**config.mk**
```make
export PLATFORM = sky130hd
export DESIGN_NAME = dram_refresh_sched
export DESIGN_NICKNAME = d
export VERILOG_FILES = /design/src/rtl/drf_pkg.sv /design/src/rtl/drf_interval_timer.sv /design/src/rtl/drf_backlog_counter.sv /design/src/rtl/drf_cbr_sequencer.sv /design/src/rtl/dram_refresh_sched.sv
export SDC_FILE = /design/constraint.sdc
export NUM_CORES = 1
export LEC_CHECK = 0
export ABC_CLOCK_PERIOD_IN_PS = 7000
export CORE_MARGIN = 1.5
export CORE_UTILIZATION = 27
export CTS_BUF_LIST = sky130_fd_sc_hd__clkbuf_8 sky130_fd_sc_hd__clkbuf_16
export CTS_CLUSTER_DIAMETER = 50
export DETAILED_ROUTE_END_ITERATION = 16
export HOLD_SLACK_MARGIN = 0.02
export PLACE_DENSITY = 0.56
export SYNTH_ARGS = -nofsm -noshare
export SYNTH_HDL_FRONTEND = slang
export SYNTH_HIERARCHICAL = 1
export SYNTH_SLANG_ARGS = --single-unit
```
**constraint.sdc**
```tcl
create_clock -name clk -period 7 [get_ports clk]
set_input_delay 1.05 -clock clk [delete_from_list [all_inputs] [get_ports clk]]
set_output_delay 1.05 -clock clk [all_outputs]
set_load 0.1 [all_outputs]
```
**src/rtl/drf_pkg.sv**
```systemverilog
// Shared types for the DRAM refresh scheduler.
package drf_pkg;
    // Phase of the strobe sequencer
    typedef enum logic [1:0] {
        PH_IDLE = 2'd0,
        PH_CAS  = 2'd1,
        PH_RAS  = 2'd2,
        PH_PRE  = 2'd3
    } ref_phase_e;
endpackage

```
**src/rtl/drf_interval_timer.sv**
```systemverilog
// Interval timer: counts system clocks and pulses `tick` once every `period`
// clocks while enabled. A period of zero counts as disabled.
// Assumes: period stays steady between reprogramming; a count that lands past
// a newly lowered period expires at once instead of wrapping.
module drf_interval_timer #(
    parameter int PERIOD_W = 16
) (
    input  logic                clk,
    input  logic                rst_n,
    input  logic                enable,
    input  logic [PERIOD_W-1:0] period,
    output logic                tick,
    output logic                active
);
    logic [PERIOD_W-1:0] cnt;

    // Enable qualification and expiry detection
    always_comb begin
        active = enable && (period != '0);
        tick   = active && (cnt >= period - PERIOD_W'(1));
    end

    // Count clocks, reload on expiry, park at zero while off
    always_ff @(posedge clk) begin
        if (!rst_n)       cnt <= '0;
        else if (!active) cnt <= '0;
        else if (tick)    cnt <= '0;
        else              cnt <= cnt + PERIOD_W'(1);
    end

    // Two expiries cannot be adjacent unless the interval is one clock
    p_tick_gap_r2: assert property (@(posedge clk) disable iff (!rst_n)
        (tick && period > PERIOD_W'(1)) |=> (!tick || period != $past(period)));
endmodule

```
**src/rtl/drf_backlog_counter.sv**
```systemverilog
// Backlog counter: holds the number of owed refreshes, saturating at
// PEND_MAX. It is cleared when disabled once no sequence is running.
// Assumes: cyc_done pulses only while the count is nonzero.
module drf_backlog_counter #(
    parameter int PEND_MAX = 7,
    parameter int CNT_W    = 3
) (
    input  logic             clk,
    input  logic             rst_n,
    input  logic             tick,
    input  logic             active,
    input  logic             in_cycle,
    input  logic             cyc_done,
    output logic [CNT_W-1:0] pend
);
    logic full;

    // Saturation flag
    always_comb full = (pend == CNT_W'(PEND_MAX));

    // Add on expiry, subtract on completion, flush when disabled and idle
    always_ff @(posedge clk) begin
        if (!rst_n)
            pend <= '0;
        else if (!active && (cyc_done || !in_cycle))
            pend <= '0;
        else if (tick && !cyc_done && !full)
            pend <= pend + CNT_W'(1);
        else if (!tick && cyc_done)
            pend <= pend - CNT_W'(1);
    end

    p_no_overflow_r4: assert property (@(posedge clk) disable iff (!rst_n)
        (full && active && !cyc_done) |=> full);

    p_no_gain_off_r3: assert property (@(posedge clk) disable iff (!rst_n)
        !active |=> (pend <= $past(pend)));

    p_dec_on_done_r8: assert property (@(posedge clk) disable iff (!rst_n)
        (cyc_done && active && !tick) |=> (pend == CNT_W'($past(pend) - CNT_W'(1))));
endmodule

```
**src/rtl/drf_cbr_sequencer.sv**
```systemverilog
// Strobe sequencer: after a grant, runs CAS-before-RAS sequences
// (CAS low, then RAS low, both high, precharge gap) back to back
// until the backlog is drained or refresh is disabled.
// Assumes: the grant stays high while busy; timing inputs are stable mid-sequence.
module drf_cbr_sequencer
    import drf_pkg::*;
#(
    parameter int PHASE_W  = 4,
    parameter int PRE_CLKS = 2,
    parameter int CNT_W    = 3
) (
    input  logic               clk,
    input  logic               rst_n,
    input  logic               active,
    input  logic               ref_gnt,
    input  logic [CNT_W-1:0]   pend,
    input  logic [PHASE_W-1:0] cas_lead,
    input  logic [PHASE_W-1:0] ras_hold,
    output logic               in_cycle,
    output logic               cyc_done,
    output logic               ref_busy,
    output logic               ras_n,
    output logic               cas_n
);
    localparam int PRE_W = $clog2(PRE_CLKS + 1);
    localparam int CW    = (PHASE_W > PRE_W) ? PHASE_W : PRE_W;

    ref_phase_e     phase;
    logic [CW-1:0]  ph_cnt;
    logic [CW-1:0]  lim;
    logic           ph_last;
    logic           more;
    logic           start;

    // Phase length selection; zero lengths stretch to one clock
    always_comb begin
        case (phase)
            PH_CAS:  lim = (cas_lead == '0) ? CW'(1) : CW'(cas_lead);
            PH_RAS:  lim = (ras_hold == '0) ? CW'(1) : CW'(ras_hold);
            default: lim = CW'(PRE_CLKS);
        endcase
        ph_last  = (ph_cnt >= lim - CW'(1));
        more     = active && (pend > CNT_W'(1));
        start    = (phase == PH_IDLE) && ref_gnt && (pend != '0) && active;
        cyc_done = (phase == PH_PRE) && ph_last;
        in_cycle = (phase != PH_IDLE);
    end

    // Phase register and in-phase clock counter
    always_ff @(posedge clk) begin
        if (!rst_n) begin
            phase  <= PH_IDLE;
            ph_cnt <= '0;
        end else begin
            case (phase)
                PH_IDLE: begin
                    ph_cnt <= '0;
                    if (start) phase <= PH_CAS;
                end
                PH_CAS: begin
                    if (ph_last) begin
                        phase  <= PH_RAS;
                        ph_cnt <= '0;
                    end else ph_cnt <= ph_cnt + CW'(1);
                end
                PH_RAS: begin
                    if (ph_last) begin
                        phase  <= PH_PRE;
                        ph_cnt <= '0;
                    end else ph_cnt <= ph_cnt + CW'(1);
                end
                default: begin
                    if (ph_last) begin
                        phase  <= more ? PH_CAS : PH_IDLE;
                        ph_cnt <= '0;
                    end else ph_cnt <= ph_cnt + CW'(1);
                end
            endcase
        end
    end

    // Strobe and busy decode from the phase
    always_comb begin
        cas_n    = !((phase == PH_CAS) || (phase == PH_RAS));
        ras_n    = !(phase == PH_RAS);
        ref_busy = in_cycle;
    end

    p_start_on_grant_r7: assert property (@(posedge clk) disable iff (!rst_n)
        $rose(ref_busy) |-> $past(ref_gnt));

    p_ras_after_cas_r5: assert property (@(posedge clk) disable iff (!rst_n)
        $fell(ras_n) |-> $past(!cas_n));

    p_release_together_r5: assert property (@(posedge clk) disable iff (!rst_n)
        $rose(cas_n) |-> $rose(ras_n));

    p_precharge_r6: assert property (@(posedge clk) disable iff (!rst_n)
        $rose(cas_n) |=> (cas_n && ras_n && ref_busy));
endmodule

```
**src/rtl/dram_refresh_sched.sv**
```systemverilog
// DRAM refresh scheduler top: interval timer, saturating backlog and
// CAS-before-RAS sequencer. Only rst_n clears it; chip_rst_n is left
// out on purpose so refresh continues through a system reset.
module dram_refresh_sched #(
    parameter int  PERIOD_W = 16,
    parameter int  PHASE_W  = 4,
    parameter int  PRE_CLKS = 2,
    parameter int  PEND_MAX = 7,
    localparam int CNT_W    = $clog2(PEND_MAX + 1)
) (
    input  logic                clk,
    input  logic                rst_n,
    input  logic                chip_rst_n,
    input  logic                refresh_en,
    input  logic [PERIOD_W-1:0] period,
    input  logic [PHASE_W-1:0]  cas_lead,
    input  logic [PHASE_W-1:0]  ras_hold,
    input  logic                ref_gnt,
    output logic                ref_req,
    output logic                ref_busy,
    output logic                ras_n,
    output logic                cas_n,
    output logic [CNT_W-1:0]    pend_cnt
);
    logic tick;
    logic active;
    logic in_cycle;
    logic cyc_done;

    drf_interval_timer #(.PERIOD_W(PERIOD_W)) u_timer (
        .clk    (clk),
        .rst_n  (rst_n),
        .enable (refresh_en),
        .period (period),
        .tick   (tick),
        .active (active)
    );

    drf_backlog_counter #(.PEND_MAX(PEND_MAX), .CNT_W(CNT_W)) u_backlog (
        .clk      (clk),
        .rst_n    (rst_n),
        .tick     (tick),
        .active   (active),
        .in_cycle (in_cycle),
        .cyc_done (cyc_done),
        .pend     (pend_cnt)
    );

    drf_cbr_sequencer #(.PHASE_W(PHASE_W), .PRE_CLKS(PRE_CLKS), .CNT_W(CNT_W)) u_seq (
        .clk      (clk),
        .rst_n    (rst_n),
        .active   (active),
        .ref_gnt  (ref_gnt),
        .pend     (pend_cnt),
        .cas_lead (cas_lead),
        .ras_hold (ras_hold),
        .in_cycle (in_cycle),
        .cyc_done (cyc_done),
        .ref_busy (ref_busy),
        .ras_n    (ras_n),
        .cas_n    (cas_n)
    );

    // Request whenever a refresh is owed
    always_comb ref_req = (pend_cnt != '0);

    p_ext_rst_ignored_r10: assert property (@(posedge clk) disable iff (!rst_n)
        (tick && !chip_rst_n) |=> (pend_cnt != '0));
endmodule

```
After elaboration in Yosys (flattened, before gate mapping)
Index checks and enable logic that the tools add are counted.

Add/sub/neg operators: 6. Reduce and logical (&&, ||, !) cells: 32. Order comparisons: 3. Eq/ne operators: 7. Muxes and demuxes: 11. Bitwise gates (word level): 2.

Operator list (count): $add 16x1->16 const B (1); $ge 16x16->1 (1); $reduce_bool 16->1 (1); $sub 16x1->16 const B (1); $logic_and 1x1->1 (11); $logic_not 4->1 (2); $mux 2 (4); $mux 4 (2); $pmux 4 s2 (1); $logic_not 1->1 (7); $mux 3 (2); $ne 2x1->1 const B (3); $pmux 2 s3 (1); $reduce_bool 2->1 (3); $reduce_or 3->1 (2); $add 4x1->4 const B (1); $eq 2x2->1 const B (2); $ge 4x4->1 (1); $reduce_and 4->1 (1); $sub 4x1->4 const B (1); $add 3x1->3 const B (1); $eq 3x3->1 const B (1); $gt 3x1->1 const B (1); $reduce_bool 3->1 (1); other kinds (7) (9).

Input bits: 29. Flip-flop bits (word level): 25. Output and inout port bits: 7. Logic and storage cells: 65.

Depth between registers and ports, before layout
Gate-level depths: netlist of the first run.

Depth after elaboration: 10. Depth in mapped cells: 18. Gate-level depth less buffers: 18.

By module
The synthesis of the first run kept the hierarchy.

Modules (own cells, without submodules): drf_interval_timer (times used 1, seq. area each 320.3 um^2, cells an instance 160, area an instance 1310.0 um^2); drf_cbr_sequencer (times used 1, seq. area each 120.1 um^2, cells an instance 61, area an instance 536.8 um^2); drf_backlog_counter (times used 1, seq. area each 60.1 um^2, cells an instance 24, area an instance 216.5 um^2); dram_refresh_sched (times used 1, seq. area each 0.0 um^2, cells an instance 1, area an instance 6.3 um^2).

Least setup slack after synthesis of the first run
OpenSTA, ideal clock, no wires.

Kind: input to register. From: input port period[0]. To: register u_backlog.pend[2]. Arrival time: 4.169 ns. Required time: 6.830 ns. Slack: 2.661 ns. Cell stages on the path: 18. Setup time: 0.170 ns. Cell sequence: inv_1 -> ha_1 -> nor3b_2 -> nand2_1 -> or4_1 -> xor2_1 -> ha_1 -> nand2_1 -> nor3_1 -> a211oi_1 -> and3_1 -> nor2_1 -> nand2b_1 -> a21o_1 -> fa_1 -> nand3b_1 -> o211a_1 -> a211oi_2.

Word-level cells in the longest chain between the ends: 6.

RTL lines: start: declaration (line dram_refresh_sched.sv:15) `input logic [PERIOD_W-1:0] period,`; $sub 16x1->16 or $reduce_bool 16->1 (tied branches) (line drf_interval_timer.sv:20, drf_interval_timer.sv:19); $ge 16x16->1 or $logic_and 1x1->1 (tied branches) (line drf_interval_timer.sv:20, drf_interval_timer.sv:19); $logic_and 1x1->1 (*) (line drf_interval_timer.sv:20) `tick = active && (cnt >= period - PERIOD_W'(1));`; net tick (line dram_refresh_sched.sv:25) `logic tick;`; $logic_and 1x1->1 or $logic_not 1->1 (tied branches) (line drf_backlog_counter.sv:27, drf_backlog_counter.sv:29); $logic_and 1x1->1 (on tied branches) (line drf_backlog_counter.sv:27, drf_backlog_counter.sv:29); $mux 3 or $reduce_bool 2->1 (tied branches); end signal: assignment (line drf_backlog_counter.sv:28) `pend <= pend + CNT_W'(1);`; end signal: assignment (line drf_backlog_counter.sv:30) `pend <= pend - CNT_W'(1);`; end: declaration (line drf_backlog_counter.sv:14) `output logic [CNT_W-1:0] pend`.

Mark *: on every way through the listed nets, which the timed path passes. The rest lies on a longest branch. A chain may end at the register's enable or synchronous reset.

Worst setup path after layout of the first run
Ends and elaborated chain as after synthesis.

==> flow_summary_export.csv, run 1 <==
group,metric,value,unit
critical_path,regToRegSetupSlack,3300,ps
synthesis,synthFlopType,"dfxtp_1",
synthesis,async_reset_ff_frac,0,
layout,drive_gt1_frac,0.06738,
power_and_ir_drop,ir_drop,0.04846,mV
critical_path,cp_num_cells,19,
critical_path,path_cells,"clkdlybuf4s50_1 > inv_1 > ha_1 > nor3b_2 > nand2_1 > or4_1 > xor2_1 > ha_1 > nand2_1 > nor3_1 > a211oi_1 > and3_1 > nor2_1 > nand2b_1 > a21o_1 > fa_1 > nand3b_1 > o22ai_1 > a211oi_2",
floorplanning,num_rows,31,
synthesis,synth_area_per_cell,8.413,um^2
clock_tree,cts_hold_buf,0,
critical_path,cp-start-kind,"input pin",
place,dp_cells,377,
critical_path,cp-endpoint,"u_backlog/pend[2]",
critical_path,crit_buf_inv,2,
critical_path,r2r_cells,17,
routing,wl_per_cell,11.06,um
sta,max_slew_margin,0.3445,
synthesis,synth_cell_types,52,
critical_path,critPathTopFamily,"simple AND/OR/NAND/NOR gates",
clock_tree,cts_tree,"yes",
clock_tree,post_cts_resize_count,0,
sta,setup_tns,0,ps
clock_tree,numCtsBuffers,3,
floorplanning,initial_core_util,0.2823,
routing,viasPerCell,4.572,
critical_path,startpoint,"period[0]",
synthesis,synth_seq_cells,25,
synthesis,syn_nets,304,
critical_path,cp.required,7210,ps
sta,finalCritPeriodShare,0.7126,
synthesis,yosysSeqAreaShare,0.2418,
power_and_ir_drop,leakage,0.0009258,uW
synthesis,synth-edff-count,0,
routing,drc,0,
routing,drtAntennaViolNets,0,
sta,fmax,200.5,MHz
flow_run,maxCapViolCount,0,
place,portBuffers,34,
floorplanning,design.die.area,8199,um^2
clock_tree,cts_setup_buffers,0,
layout,nNetsFinal,341,
sta,rsz0062_at_grt,"false",
clock_tree,root_buffer,"clkbuf_8",
critical_path,slowest_stage,"clkdlybuf4s50_1",
floorplanning,num_io_pins,36,
critical_path,cp-end-kind,"flip-flop",
synthesis,yosys_warnings,6,
clock_tree,clkTransAtPathRegs,90,ps
global_routing,grtUsageTotal,0.1067,
run_status,status,"finished clean",
layout,insertedDiodeCount,0,
sta,hold-worst-slack,472.6,ps
global_routing,antenna_found_initial,0,
global_routing,grt.overflow.total,0,
routing,drt_iter0_drc,63,
sta,post-route-min-period,4988,ps
sta,fin_skew,6.752,ps
hold_path,hold_path.class,"flip-flop to flip-flop",
routing,drtPass1Iterations,4,
power_and_ir_drop,power_density,130.0,nW/um^2
layout,synthToLayoutAreaGrowth,23.88,%
clock_tree,clk_latency,280,ps
critical_path,critPathKind,"input pin to flip-flop",
layout,utilization,0.3497,
place,hpwl,3.472,mm
synthesis,synthCells,246,
place,gp_congestion,0.7562,
critical_path,r2r_end,"u_backlog/pend[2]",
routing,vias,1742,
routing,wl,4.215,mm
clock_tree,clockBufferDepth,2,
sta,worst_slew_pin_slew,980.2,ps
clock_tree,htree_levels,1,
clock_tree,clkSinkCount,25,
global_routing,grt_max_degree,16,
global_routing,grt_pass1_wl,7.258,mm
critical_path,arrival,5200,ps
sta,hold_viol,0,
floorplanning,core,7331,um^2
floorplanning,die_y,90.55,um
critical_path,r2r-start,"u_seq/phase[0]",
sta,setup_viol,0,
critical_path,critPathMaxFanout,4,
sta,slew_violations,0,
global_routing,grt_pass1_vias,1638,
floorplanning,die_x,90.55,um
layout,stdcell_count,381,
critical_path,slowest_delay,450,ps
synthesis,syn_area,2069,um^2
-- layout make-up --
class                   count  area [um^2]
multi-input cells         206         1501
clock buffers               3        41.29
repair buffers             34        340.3
flip-flops and latches     25        500.5
fillers                   772         4767
well taps                  99        123.9
inverters                  13        48.80
clock inverters             1        7.507
-- kinds of logic after synthesis --
| family | synth area share |
|---|---|
| XOR/XNOR | 0.1354 |
| adder cells (fa/ha/maj) | 0.1790 |
| multiplexers | 0.009674 |
| flip-flops | 0.2418 |
| buffers and inverters | 0.03265 |
| AO/OA/AOI/OAI | 0.1215 |
| AND/OR/NAND/NOR | 0.2799 |
-- worst register-to-register path, delay by kind of cell (launching register included) --
family / cells / cell delay, ps
xor gates and xnor gates: 1 / 160
DFF: 1 / 350
adders and majority gates: 4 / 1150
AOI/OAI and AO/OA: 5 / 790
buffers and inverters: 1 / 80
and+or+nand+nor: 6 / 1080
-- where the power goes --
part           switching, uW  leakage (uW)  internal (uW)
sequential              2.33      0.000202            144
combinational           54.2      0.000702           42.5
clock                   49.4     0.0000217           40.5
total                    106      0.000926            227
-- cells in the mapped netlist (all sizes together) (2+ instances only) --
cell type / instances / area [um^2]
a22oi: 3 / 27.52
and3: 3 / 18.77
nor3: 8 / 45.04
inv: 13 / 48.80
or3: 4 / 30.03
xnor2: 17 / 148.9
or4b: 2 / 20.02
nand2: 25 / 93.84
buf: 2 / 18.77
and2: 3 / 18.77
nand3: 8 / 45.04
o211ai: 3 / 22.52
nor3b: 3 / 32.53
a21oi: 10 / 53.80
nor2: 34 / 130.1
ha: 28 / 350.3
o21ai: 5 / 25.02
xor2: 15 / 131.4
mux2i: 2 / 20.02
nor2b: 5 / 31.28
o311ai: 2 / 17.52
nand4: 4 / 37.53
dfxtp: 25 / 500.5
nand2b: 3 / 18.77
and4b: 2 / 23.77
nor4: 2 / 18.77
a211oi: 3 / 32.53
-- per-layer routing --
metal	vias to the layer above	wire, um	track usage
li1	935	-	-
met1	783	2036	0.1338
met2	20	2051	0.1848
met3	4	100	0.02104
met4	0	28	0.02778
met5	-	0	0
-- cell usage in the layout (no fill, tap or decap), types with 2 or more instances in the layout --
cell type	netlist	layout
xnor2_1	17	17
a21oi_1	9	9
o311ai_0	2	2
nor3_1	7	7
and3_1	3	3
a22oi_1	2	2
o21ai_1	2	2
clkbuf_8	0	3
nor2b_1	5	5
nand4_1	2	2
nor2_1	33	33
or4b_1	2	2
dfxtp_1	25	25
o211ai_1	3	3
nand4_2	2	2
mux2i_1	2	2
nand2_1	25	25
a211oi_2	2	2
nor3b_2	2	2
nand3_1	7	7
and2_1	3	3
o21ai_0	3	3
ha_1	28	28
or3_1	3	3
xor2_1	15	15
inv_1	13	13
clkdlybuf4s50_1	0	34
nand2b_1	3	3
-- state kept, by name, summed over array words and instances (netlist names) --
| signal | cells |
|---|---|
| u_backlog/pend | 3 |
| u_seq/ph_cnt | 4 |
| u_timer/cnt | 16 |
| u_seq/phase | 2 |
-- per-stage QoR --
step / total power (uW) / worst slack [ps] / area [um^2]
final: 333.3 / 2012 / 2564
after global placement: 246.6 / 1735 / 2515
after detailed placement: 247.4 / 1697 / 2515
after CTS: 340.3 / 1998 / 2564
after global routing: 352.3 / 1630 / 2564
after floorplan: 215.4 / 2661 / 2069
-- how the worst min path moves through the flow --
stage	from	end	slack (ps)	depth (start not counted)
finish	u_seq/ph_cnt[0]	u_seq/ph_cnt[0]	470	1
global route	u_seq/ph_cnt[0]	u_seq/ph_cnt[0]	510	1
CTS	u_seq/ph_cnt[0]	u_seq/ph_cnt[0]	480	1
global placement	u_seq/ph_cnt[0]	u_seq/ph_cnt[0]	450	1
floorplan	u_seq/ph_cnt[0]	u_seq/ph_cnt[0]	430	1
detailed placement	u_seq/ph_cnt[0]	u_seq/ph_cnt[0]	460	1
(Power assumes the default switching activity.)
==> run 2, diff against run 1 <==
--- a/config.mk
+++ b/config.mk
@@ -5,7 +5,7 @@
 export SDC_FILE = /design/constraint.sdc
 export NUM_CORES = 1
 export LEC_CHECK = 0
-export ABC_CLOCK_PERIOD_IN_PS = 7000
+export ABC_CLOCK_PERIOD_IN_PS = 4700
 export CORE_MARGIN = 1.5
 export CORE_UTILIZATION = 27
 export CTS_BUF_LIST = sky130_fd_sc_hd__clkbuf_8 sky130_fd_sc_hd__clkbuf_16
==> constraint.sdc (replaced) <==
create_clock -name clk -period 4.7 [get_ports clk]
set_input_delay 0.705 -clock clk [delete_from_list [all_inputs] [get_ports clk]]
set_output_delay 0.705 -clock clk [all_outputs]
set_load 0.1 [all_outputs]
==> run 2 against run 1 <==
Register-to-register slack got worse by 2300 ps; routed wire length up 6.0%; sequential power up 49%; total power grew 49%; first-iteration DRC count decreased by 24%; largest power group unchanged; highest routed layer unchanged.
==> flow_summary_export.csv, run 2 (synthesis results as in run 1) <==
group,metric,value,unit
run_status,status,"finished clean",
critical_path,regToRegSetupSlack,1010,ps
sta,fin_skew,12.16,ps
routing,wl_per_cell,11.40,um
sta,worst_slew_pin_slew,983.8,ps
critical_path,r2r-start,"u_seq/phase[0]",
critical_path,arrival,4520,ps
layout,synthToLayoutAreaGrowth,28.72,%
critical_path,cp.required,4900,ps
sta,rsz0062_at_grt,"false",
routing,drc,0,
routing,vias,1812,
clock_tree,clk_latency,270,ps
place,portBuffers,34,
sta,hold_viol,0,
floorplanning,die_y,90.55,um
routing,drtPass1Iterations,4,
clock_tree,htree_levels,1,
global_routing,antenna_found_initial,0,
layout,reg_top3,"u_timer/cnt x16, u_seq/ph_cnt x4, u_backlog/pend x3",
power_and_ir_drop,leakage,0.0009894,uW
hold_path,hold_path.class,"flip-flop to flip-flop",
floorplanning,num_io_pins,36,
critical_path,cp-start-kind,"input pin",
clock_tree,post_cts_resize_count,0,
clock_tree,cts_hold_buf,0,
sta,fmax,231.5,MHz
power_and_ir_drop,power_density,186.2,nW/um^2
critical_path,critPathTopFamily,"simple AND/OR/NAND/NOR gates",
layout,layout_commonest_cell,"clkdlybuf4s50_1",
place,gp_congestion,0.7286,
layout,top_register,"u_timer/cnt",
critical_path,r2r_cells,17,
flow_run,maxCapViolCount,0,
routing,drtAntennaViolNets,0,
layout,layout_common_cells,"34 x clkdlybuf4s50_1, 33 x nor2_1, 28 x ha_1",
clock_tree,numCtsBuffers,3,
routing,wl,4.470,mm
clock_tree,cts_tree,"yes",
hold_path,min_path_cells,1,
critical_path,crit_buf_inv,2,
place,hpwl,3.705,mm
critical_path,slowest_stage,"clkdlybuf4s50_1",
global_routing,grt_max_degree,16,
clock_tree,clkTransAtPathRegs,90,ps
critical_path,critPathKind,"input pin to flip-flop",
critical_path,slowest_delay,480,ps
global_routing,grt_pass1_wl,7.790,mm
sta,setup_viol,0,
power_and_ir_drop,design_power_total,496.0,uW
clock_tree,root_buffer,"clkbuf_8",
critical_path,path_cells,"clkdlybuf4s50_1 > inv_1 > ha_1 > nor3b_4 > nand2_1 > or4_1 > xor2_1 > ha_1 > nand2_1 > nor3_2 > a211oi_1 > and3_1 > nor2_1 > nand2b_1 > a21o_1 > fa_1 > nand3b_1 > o22ai_1 > a211oi_2",
critical_path,critPathMaxFanout,3,
layout,nNetsFinal,352,
sta,post-route-min-period,4320,ps
layout,final_area,2664,um^2
routing,drt_iter0_drc,48,
layout,drive_gt1_frac,0.1058,
hold_path,min-delay-start,"u_seq/ph_cnt[0]",
critical_path,r2r_end,"u_backlog/pend[2]",
critical_path,cp-end-kind,"flip-flop",
sta,slew_violations,0,
global_routing,grt.overflow.total,0,
layout,insertedDiodeCount,0,
floorplanning,initial_core_util,0.2823,
floorplanning,num_rows,31,
clock_tree,clkSinkCount,25,
sta,setup_tns,0,ps
routing,viasPerCell,4.622,
global_routing,grtUsageTotal,0.1151,
power_and_ir_drop,ir_drop,0.1120,mV
sta,max_slew_margin,0.3421,
global_routing,grt_pass1_vias,1802,
floorplanning,core,7331,um^2
layout,fillers,771,
place,place_area,2597,um^2
clock_tree,clockBufferDepth,2,
clock_tree,cts_setup_buffers,0,
sta,finalCritPeriodShare,0.9192,
floorplanning,die_x,90.55,um
layout,largest_register_ffs,16,
hold_path,hold_end,"u_seq/ph_cnt[0]",
floorplanning,design.die.area,8199,um^2
run 2: per-layer routing:
metal,vias up,global-route usage,wire length (um)
met5,-,0,0
met3,2,0.02020,67
met4,0,0.02381,41
met1,838,0.1399,2166
met2,16,0.2099,2194
li1,956,-,-
run 2: cell type report:
| type | count | area, um^2 | area share |
|---|---|---|---|
| clock inverter | 1 | 5.005 | 0.001879 |
| tap | 99 | 123.9 | 0.04650 |
| inverter | 13 | 48.80 | 0.01832 |
| multi-input combinational | 206 | 1521 | 0.5712 |
| timing repair buffer | 45 | 422.9 | 0.1588 |
| clock buffer | 3 | 41.29 | 0.01550 |
| sequential | 25 | 500.5 | 0.1879 |
run 2: where the power goes:
group          total [uW]  internal, uW  switching, uW
registers             219           215           3.68
logic                 150          66.2           83.6
clock network         127          59.3           68.2
run 2: worst max-delay path by stage:
stage / to / startpoint / slack (ps) / cells past startpoint
after floorplan: u_backlog/pend[2] / period[0] / 710 / 18
after global routing: u_backlog/pend[2] / period[0] / 10 / 19
after CTS: u_backlog/pend[2] / period[0] / 260 / 19
after global placement: u_backlog/pend[2] / period[0] / 10 / 19
final: u_backlog/pend[2] / period[0] / 380 / 19
after detailed placement: u_backlog/pend[2] / period[0] / -30 / 19
run 2: metrics by stage:
step	cells	worst slack (ps)	utilization	hold WS, ps
after floorplan	246	706.0	-	429.7
final	392	379.6	0.3634	476.7
after global placement	388	9.877	0.3543	448.5
after CTS	392	258.3	0.3606	480.1
after detailed placement	388	-30.63	0.3543	461.2
after global routing	392	13.47	0.3634	519.6
